===== config.mk =====
export PLATFORM = sky130hd
export DESIGN_NAME = desc_wb_ctrl
export DESIGN_NICKNAME = d
export VERILOG_FILES = /design/src/rtl/desc_wb_pkg.sv /design/src/rtl/wbc_used_ctr.sv /design/src/rtl/wbc_burst_calc.sv /design/src/rtl/wbc_trigger.sv /design/src/rtl/wbc_head_track.sv /design/src/rtl/desc_wb_ctrl.sv
export SDC_FILE = /design/constraint.sdc
export NUM_CORES = 1
export LEC_CHECK = 0
export BUFFER_PORTS_ARGS = -buffer_cell sky130_fd_sc_hd__buf_2
export CAP_MARGIN = 30
export CORE_UTILIZATION = 56
export CTS_CLUSTER_SIZE = 25
export DETAILED_ROUTE_END_ITERATION = 16
export GPL_TIMING_DRIVEN = 0
export PLACE_DENSITY = 0.92
export SLEW_MARGIN = 20
export SYNTH_ARGS = -nofsm -noshare
export SYNTH_HDL_FRONTEND = slang
export SYNTH_HIERARCHICAL = 1
export SYNTH_SLANG_ARGS = --single-unit

===== constraint.sdc =====
create_clock -name clk -period 5.85 [get_ports clk]
set_input_delay 0.8775 -clock clk [delete_from_list [all_inputs] [get_ports clk]]
set_output_delay 0.8775 -clock clk [all_outputs]
set_load 0.05 [all_outputs]

===== src/rtl/desc_wb_pkg.sv =====
package desc_wb_pkg;
  // log2 of the descriptor size in bytes
  localparam int DESC_LOG2 = 4;

  // source of the request being evaluated this cycle
  typedef enum logic [1:0] {
    SRC_NONE   = 2'd0,
    SRC_FORCE  = 2'd1,
    SRC_FOLLOW = 2'd2,
    SRC_THRESH = 2'd3
  } wb_src_e;
endpackage


===== src/rtl/wbc_used_ctr.sv =====
module wbc_used_ctr #(
  parameter int QDEPTH = 8,
  parameter int CNT_W  = $clog2(QDEPTH + 1)
) (
  input  logic             clk,
  input  logic             rst,
  input  logic             push,
  input  logic             dec_v,
  input  logic [CNT_W-1:0] dec_n,
  output logic             push_acc,
  output logic             full,
  output logic [CNT_W-1:0] count
);
  localparam logic [CNT_W-1:0] DEPTH_C = CNT_W'(QDEPTH);

  logic [CNT_W-1:0] dec_amt;

  assign full     = (count == DEPTH_C);
  assign push_acc = push && !full;
  assign dec_amt  = dec_v ? dec_n : '0;

  always_ff @(posedge clk) begin
    if (rst) begin
      count <= '0;
    end else begin
      count <= count + CNT_W'(push_acc) - dec_amt;
    end
  end


  count_bound_chk: assert property (@(posedge clk) disable iff (rst)
    count <= DEPTH_C);


  full_refuse_chk: assert property (@(posedge clk) disable iff (rst)
    (full && !dec_v) |=> (count == DEPTH_C));
endmodule


===== src/rtl/wbc_burst_calc.sv =====
module wbc_burst_calc #(
  parameter int IDX_W = 12,
  parameter int CNT_W = 4
) (
  input  logic [IDX_W-1:0] head,
  input  logic [IDX_W-1:0] ring_len,
  input  logic [CNT_W-1:0] used,
  input  logic [CNT_W-1:0] mask,
  output logic [CNT_W-1:0] n,
  output logic             clipped
);
  localparam int SW = IDX_W + 1;

  logic [SW-1:0]    reach;
  logic [IDX_W-1:0] room;

  assign reach = {1'b0, head} + SW'(used);
  assign room  = ring_len - head;

  always_comb begin
    clipped = 1'b0;
    n       = used;
    if (reach > {1'b0, ring_len}) begin
      clipped = 1'b1;
      n       = CNT_W'(room);
    end else if (mask != '0) begin
      n = used & ~mask;
    end
  end
endmodule


===== src/rtl/wbc_trigger.sv =====
module wbc_trigger
  import desc_wb_pkg::*;
#(
  parameter int CNT_W = 4
) (
  input  logic             clk,
  input  logic             rst,
  input  logic             push_acc,
  input  logic [CNT_W-1:0] thresh,
  input  logic [CNT_W-1:0] blk_mask,
  input  logic [CNT_W-1:0] used_cnt,
  input  logic             force_wb,
  input  logic             follow_pend,
  input  logic [CNT_W-1:0] follow_mask,
  output logic             req_v,
  output logic [CNT_W-1:0] req_mask,
  output wb_src_e          req_src
);
  logic thr_pend;
  logic thr_fire;

  always_ff @(posedge clk) begin
    if (rst) thr_pend <= 1'b0;
    else     thr_pend <= push_acc;
  end

  assign thr_fire = thr_pend && ((thresh == '0) || (thresh >= used_cnt));

  always_comb begin
    req_src  = SRC_NONE;
    req_mask = '0;
    if (force_wb) begin
      req_src = SRC_FORCE;
    end else if (follow_pend) begin
      req_src  = SRC_FOLLOW;
      req_mask = follow_mask;
    end else if (thr_fire) begin
      req_src  = SRC_THRESH;
      req_mask = (thresh == '0) ? '0 : blk_mask;
    end
  end

  assign req_v = (req_src != SRC_NONE);


  force_mask_chk: assert property (@(posedge clk) disable iff (rst)
    force_wb |-> (req_mask == '0));


  zero_thresh_chk: assert property (@(posedge clk) disable iff (rst)
    (push_acc && thresh == '0 && $stable(thresh)) |=> req_v);
endmodule


===== src/rtl/wbc_head_track.sv =====
module wbc_head_track #(
  parameter int IDX_W = 12,
  parameter int CNT_W = 4
) (
  input  logic             clk,
  input  logic             rst,
  input  logic             advance,
  input  logic [CNT_W-1:0] step,
  input  logic [IDX_W-1:0] ring_len,
  output logic [IDX_W-1:0] head
);
  localparam int SW = IDX_W + 1;

  logic [SW-1:0] sum;
  logic [SW-1:0] wrapped;

  assign sum     = {1'b0, head} + SW'(step);
  assign wrapped = (sum >= {1'b0, ring_len}) ? (sum - {1'b0, ring_len}) : sum;

  always_ff @(posedge clk) begin
    if (rst)          head <= '0;
    else if (advance) head <= wrapped[IDX_W-1:0];
  end


  head_hold_chk: assert property (@(posedge clk) disable iff (rst)
    !advance |=> $stable(head));
endmodule


===== src/rtl/desc_wb_ctrl.sv =====
module desc_wb_ctrl
  import desc_wb_pkg::*;
#(
  parameter int ADDR_W = 32,
  parameter int LEN_W  = 16,
  parameter int QDEPTH = 8,
  parameter int CNT_W  = $clog2(QDEPTH + 1),
  parameter int IDX_W  = LEN_W - DESC_LOG2
) (
  input  logic                      clk,
  input  logic                      rst,
  input  logic [ADDR_W-1:0]         ring_base,
  input  logic [LEN_W-1:0]          ring_len_bytes,
  input  logic [CNT_W-1:0]          wb_thresh,
  input  logic [CNT_W-1:0]          blk_mask,
  input  logic                      used_push,
  input  logic                      force_wb,
  input  logic                      dma_done,
  output logic                      used_full,
  output logic [CNT_W-1:0]          used_count,
  output logic [IDX_W-1:0]          head,
  output logic                      dma_req,
  output logic [ADDR_W-1:0]         dma_addr,
  output logic [CNT_W+DESC_LOG2-1:0] dma_bytes,
  output logic                      wb_done
);
  localparam int BYTES_W = CNT_W + DESC_LOG2;

  logic [IDX_W-1:0] ring_len;
  logic             push_acc;
  logic             req_v;
  logic [CNT_W-1:0] req_mask;
  wb_src_e          req_src;
  logic [CNT_W-1:0] burst_n;
  logic             burst_clip;
  logic             issue;
  logic             finish;

  logic             outstanding;
  logic [CNT_W-1:0] inflight_n;
  logic             more_due;
  logic [CNT_W-1:0] saved_mask;
  logic             follow_pend;

  assign ring_len = ring_len_bytes[LEN_W-1:DESC_LOG2];
  assign issue    = req_v && !outstanding && (burst_n != '0);
  assign finish   = outstanding && dma_done;

  wbc_used_ctr #(.QDEPTH(QDEPTH), .CNT_W(CNT_W)) u_used (
    .clk      (clk),
    .rst      (rst),
    .push     (used_push),
    .dec_v    (issue),
    .dec_n    (burst_n),
    .push_acc (push_acc),
    .full     (used_full),
    .count    (used_count)
  );

  wbc_trigger #(.CNT_W(CNT_W)) u_trig (
    .clk         (clk),
    .rst         (rst),
    .push_acc    (push_acc),
    .thresh      (wb_thresh),
    .blk_mask    (blk_mask),
    .used_cnt    (used_count),
    .force_wb    (force_wb),
    .follow_pend (follow_pend),
    .follow_mask (saved_mask),
    .req_v       (req_v),
    .req_mask    (req_mask),
    .req_src     (req_src)
  );

  wbc_burst_calc #(.IDX_W(IDX_W), .CNT_W(CNT_W)) u_calc (
    .head     (head),
    .ring_len (ring_len),
    .used     (used_count),
    .mask     (req_mask),
    .n        (burst_n),
    .clipped  (burst_clip)
  );

  wbc_head_track #(.IDX_W(IDX_W), .CNT_W(CNT_W)) u_head (
    .clk      (clk),
    .rst      (rst),
    .advance  (finish),
    .step     (inflight_n),
    .ring_len (ring_len),
    .head     (head)
  );

  always_ff @(posedge clk) begin
    if (rst) begin
      outstanding <= 1'b0;
      dma_addr    <= '0;
      dma_bytes   <= '0;
      inflight_n  <= '0;
      more_due    <= 1'b0;
      saved_mask  <= '0;
      follow_pend <= 1'b0;
      wb_done     <= 1'b0;
    end else begin
      wb_done     <= 1'b0;
      follow_pend <= 1'b0;
      if (finish) begin
        outstanding <= 1'b0;
        wb_done     <= 1'b1;
        follow_pend <= more_due;
        more_due    <= 1'b0;
      end else if (issue) begin
        outstanding <= 1'b1;
        dma_addr    <= ring_base + ADDR_W'({head, {DESC_LOG2{1'b0}}});
        dma_bytes   <= BYTES_W'({burst_n, {DESC_LOG2{1'b0}}});
        inflight_n  <= burst_n;
        more_due    <= burst_clip;
        saved_mask  <= req_mask;
      end
    end
  end

  assign dma_req = outstanding;


  hold_request_chk: assert property (@(posedge clk) disable iff (rst)
    (dma_req && !dma_done) |=> (dma_req && $stable(dma_addr) && $stable(dma_bytes)));


  nonzero_bytes_chk: assert property (@(posedge clk) disable iff (rst)
    dma_req |-> (dma_bytes != '0));


  done_pulse_chk: assert property (@(posedge clk) disable iff (rst)
    wb_done |=> !wb_done);


  done_after_req_chk: assert property (@(posedge clk) disable iff (rst)
    $rose(wb_done) |-> $fell(dma_req));


  no_overrun_chk: assert property (@(posedge clk) disable iff (rst)
    issue |-> (({1'b0, head} + (IDX_W+1)'(burst_n)) <= {1'b0, ring_len}));
endmodule


==> impl_metrics.tcl <==
set metrics [dict create \
    pin_count 120 \
    r2r_end "u_used/count[3]" \
    cts_root_buf "clkbuf_8" \
    rows 34 \
    whs_ns 0.456 \
    cts_tree "done" \
    cp-start-kind "flip-flop" \
    drive_gt1_share_pct 22.4 \
    cts_sinks 61 \
    place.gp.congestion 0.910 \
    die_w_um 98.7 \
    maxCapViolCount 0 \
    syn-instance-count 641 \
    ir_worst_vdd_uv 221 \
    syn_area_um2 5240 \
    power_uw 2310 \
    start_util_pct 58.9 \
    first_iter_violations 451 \
    fin_crit_sh_pct 97.0 \
    crit_required_ns 6.09 \
    max_freq_mhz 176 \
    drcViolationCount 0 \
    hold_path.class "flip-flop to flip-flop" \
    slew_headroom_pct 61.6 \
    antenna_found_initial 0 \
    n_antenna_cell 0 \
    grt_pass1_wl_mm 24.6 \
    vias 5442 \
    wl_per_cell_um 17.5 \
    setup_violations 0 \
    whs_endpoint "dma_addr[0]" \
    syn2layout_area_growth_pct 17.7 \
    viasPerCell 6.18 \
    reg2reg_depth 24 \
    regArea_um2 1230 \
    r2r_setup_slack_ns 0.17 \
    cts_buffer_depth 2 \
    fin_skew_ns 0.0171 \
    final_cell_mix "buf_2, nand2_1, ha_1, dfxtp_1, a21oi_1" \
    grt_max_degree 14 \
    clk_pin_slew_ns 0.08 \
    drv_slew 0 \
    synth.avg_cell_area_um2 8.17 \
    min-delay-start "dma_addr[0]" \
    io_buffers 110 \
    dp_slack_ns -0.373 \
    grt_overflow 0 \
    h-tree-depth 3 \
    final_common_cell "buf_2" \
    synth_warnings 6 \
    tightest_slew_ns 0.575 \
    r2r_start "u_head/head[0]" \
    nets 892 \
    antenna_left 0 \
    worstSkewPairLatency_ns 0.35 \
    outcome "finished clean" \
    cp.arrival_ns 5.92 \
    worst_slack_ns 0.173 \
    core_area_um2 8890 \
    multi_input_area_um2 3700 \
    end_kind "flip-flop" \
    hold_viol_final 0 \
    final_util_pct 69.4 \
    min_path_cells 2 \
    critPathKind "flip-flop to flip-flop" \
    fin_crit_ns 5.68 \
    crit_fanout 13 \
    p_per_area_nw_per_um2 374 \
    fillers 703 \
    dieHeight_um 98.7 \
    cts_made_buffers 9 \
    groute.usage.overall_pct 31.5 \
    dpl.hpwl_mm 11.7 \
    wirelength_mm 15.4 \
    cellLeakagePower_uw 0.00301 \
    dr.pass1.iters 5 \
    die_area_um2 9750 \
    grt_pass1_vias 5362 \
]
## state kept, by name, summed over array words and instances (netlist names)
register	cells
more_due	1
dma_bytes	4
u_used/count	4
dma_req	1
u_head/head	12
dma_addr	32
wb_done	1
u_trig/thr_pend	1
saved_mask	4
follow_pend	1
## where the power goes
group          internal, uW  switching (uW)
registers               524            98.9
clock network           155             182
logic                   423             928
total                  1100            1210
## stage by stage
stage,area [um^2],setup TNS (ns),instances
5_1_grt,6170,-0.0280,881
6_report,6170,0,881
2_1_floorplan,5250,0,644
3_3_place_gp,5940,-0.539,862
4_1_cts,6120,0,877
3_5_place_dp,5940,-0.975,862
## metal layers
layer  vias to the layer above  routed length, um  track usage [%]
met5                         -                  0                0
met4                         0                430             12.6
met3                        59               1240             7.16
met2                       293               7510             55.9
met1                      2576               6220             36.9
li1                       2514                  -                -
## critical path, cell delays in order (launching register included)
cell and delay (ns):
dfxtp_2 0.37, ha_1 0.22, inv_1 0.07, fa_1 0.20, inv_1 0.05, a21o_1 0.18
a21oi_2 0.29, nor2_1 0.11, xor2_1 0.15, ha_1 0.37, nand4_1 0.17, a31oi_1 0.33
a2111oi_4 0.07, o21ai_4 0.29, mux2i_1 0.18, or4_1 0.56, nand3b_1 0.22, clkinvlp_4 0.19
clkbuf_4 0.24, nand2_1 0.10, ha_1 0.24, ha_1 0.34, a21oi_1 0.21, a21oi_1 0.11
mux2_1 0.31
## layout make-up
cell class | count | share of cell area, %
plain buffers | 24 | 2.54
clock buffers | 9 | 2.01
clock inverters | 7 | 0.832
inverters | 51 | 3.16
multi-input cells | 507 | 59.9
flip-flops and latches | 61 | 19.9
well taps | 108 | 2.19
repair buffers | 114 | 9.41
## how the worst max path moves through the flow
| stage | slack [ns] | to | depth (start not counted) | startpoint |
|---|---|---|---|---|
| global placement | -0.21 | u_used/count[2] | 25 | u_head/head[1] |
| finish | 0.17 | u_used/count[3] | 24 | u_head/head[0] |
| detailed placement | -0.37 | u_used/count[3] | 23 | u_head/head[1] |
| global route | -0.03 | u_used/count[2] | 26 | u_head/head[0] |
| CTS | 0.07 | u_used/count[2] | 26 | u_used/count[0] |
| floorplan | 0.16 | u_used/count[2] | 26 | u_head/head[1] |
## timing repair
action	4_1_cts	5_1_grt
endpoints found under the setup margin	3	3
resized for setup	6	4
buffers inserted	0	4
hold buffers	0	0
pin swaps	0	1
No activity file was read; power rests on OpenSTA's default activity.
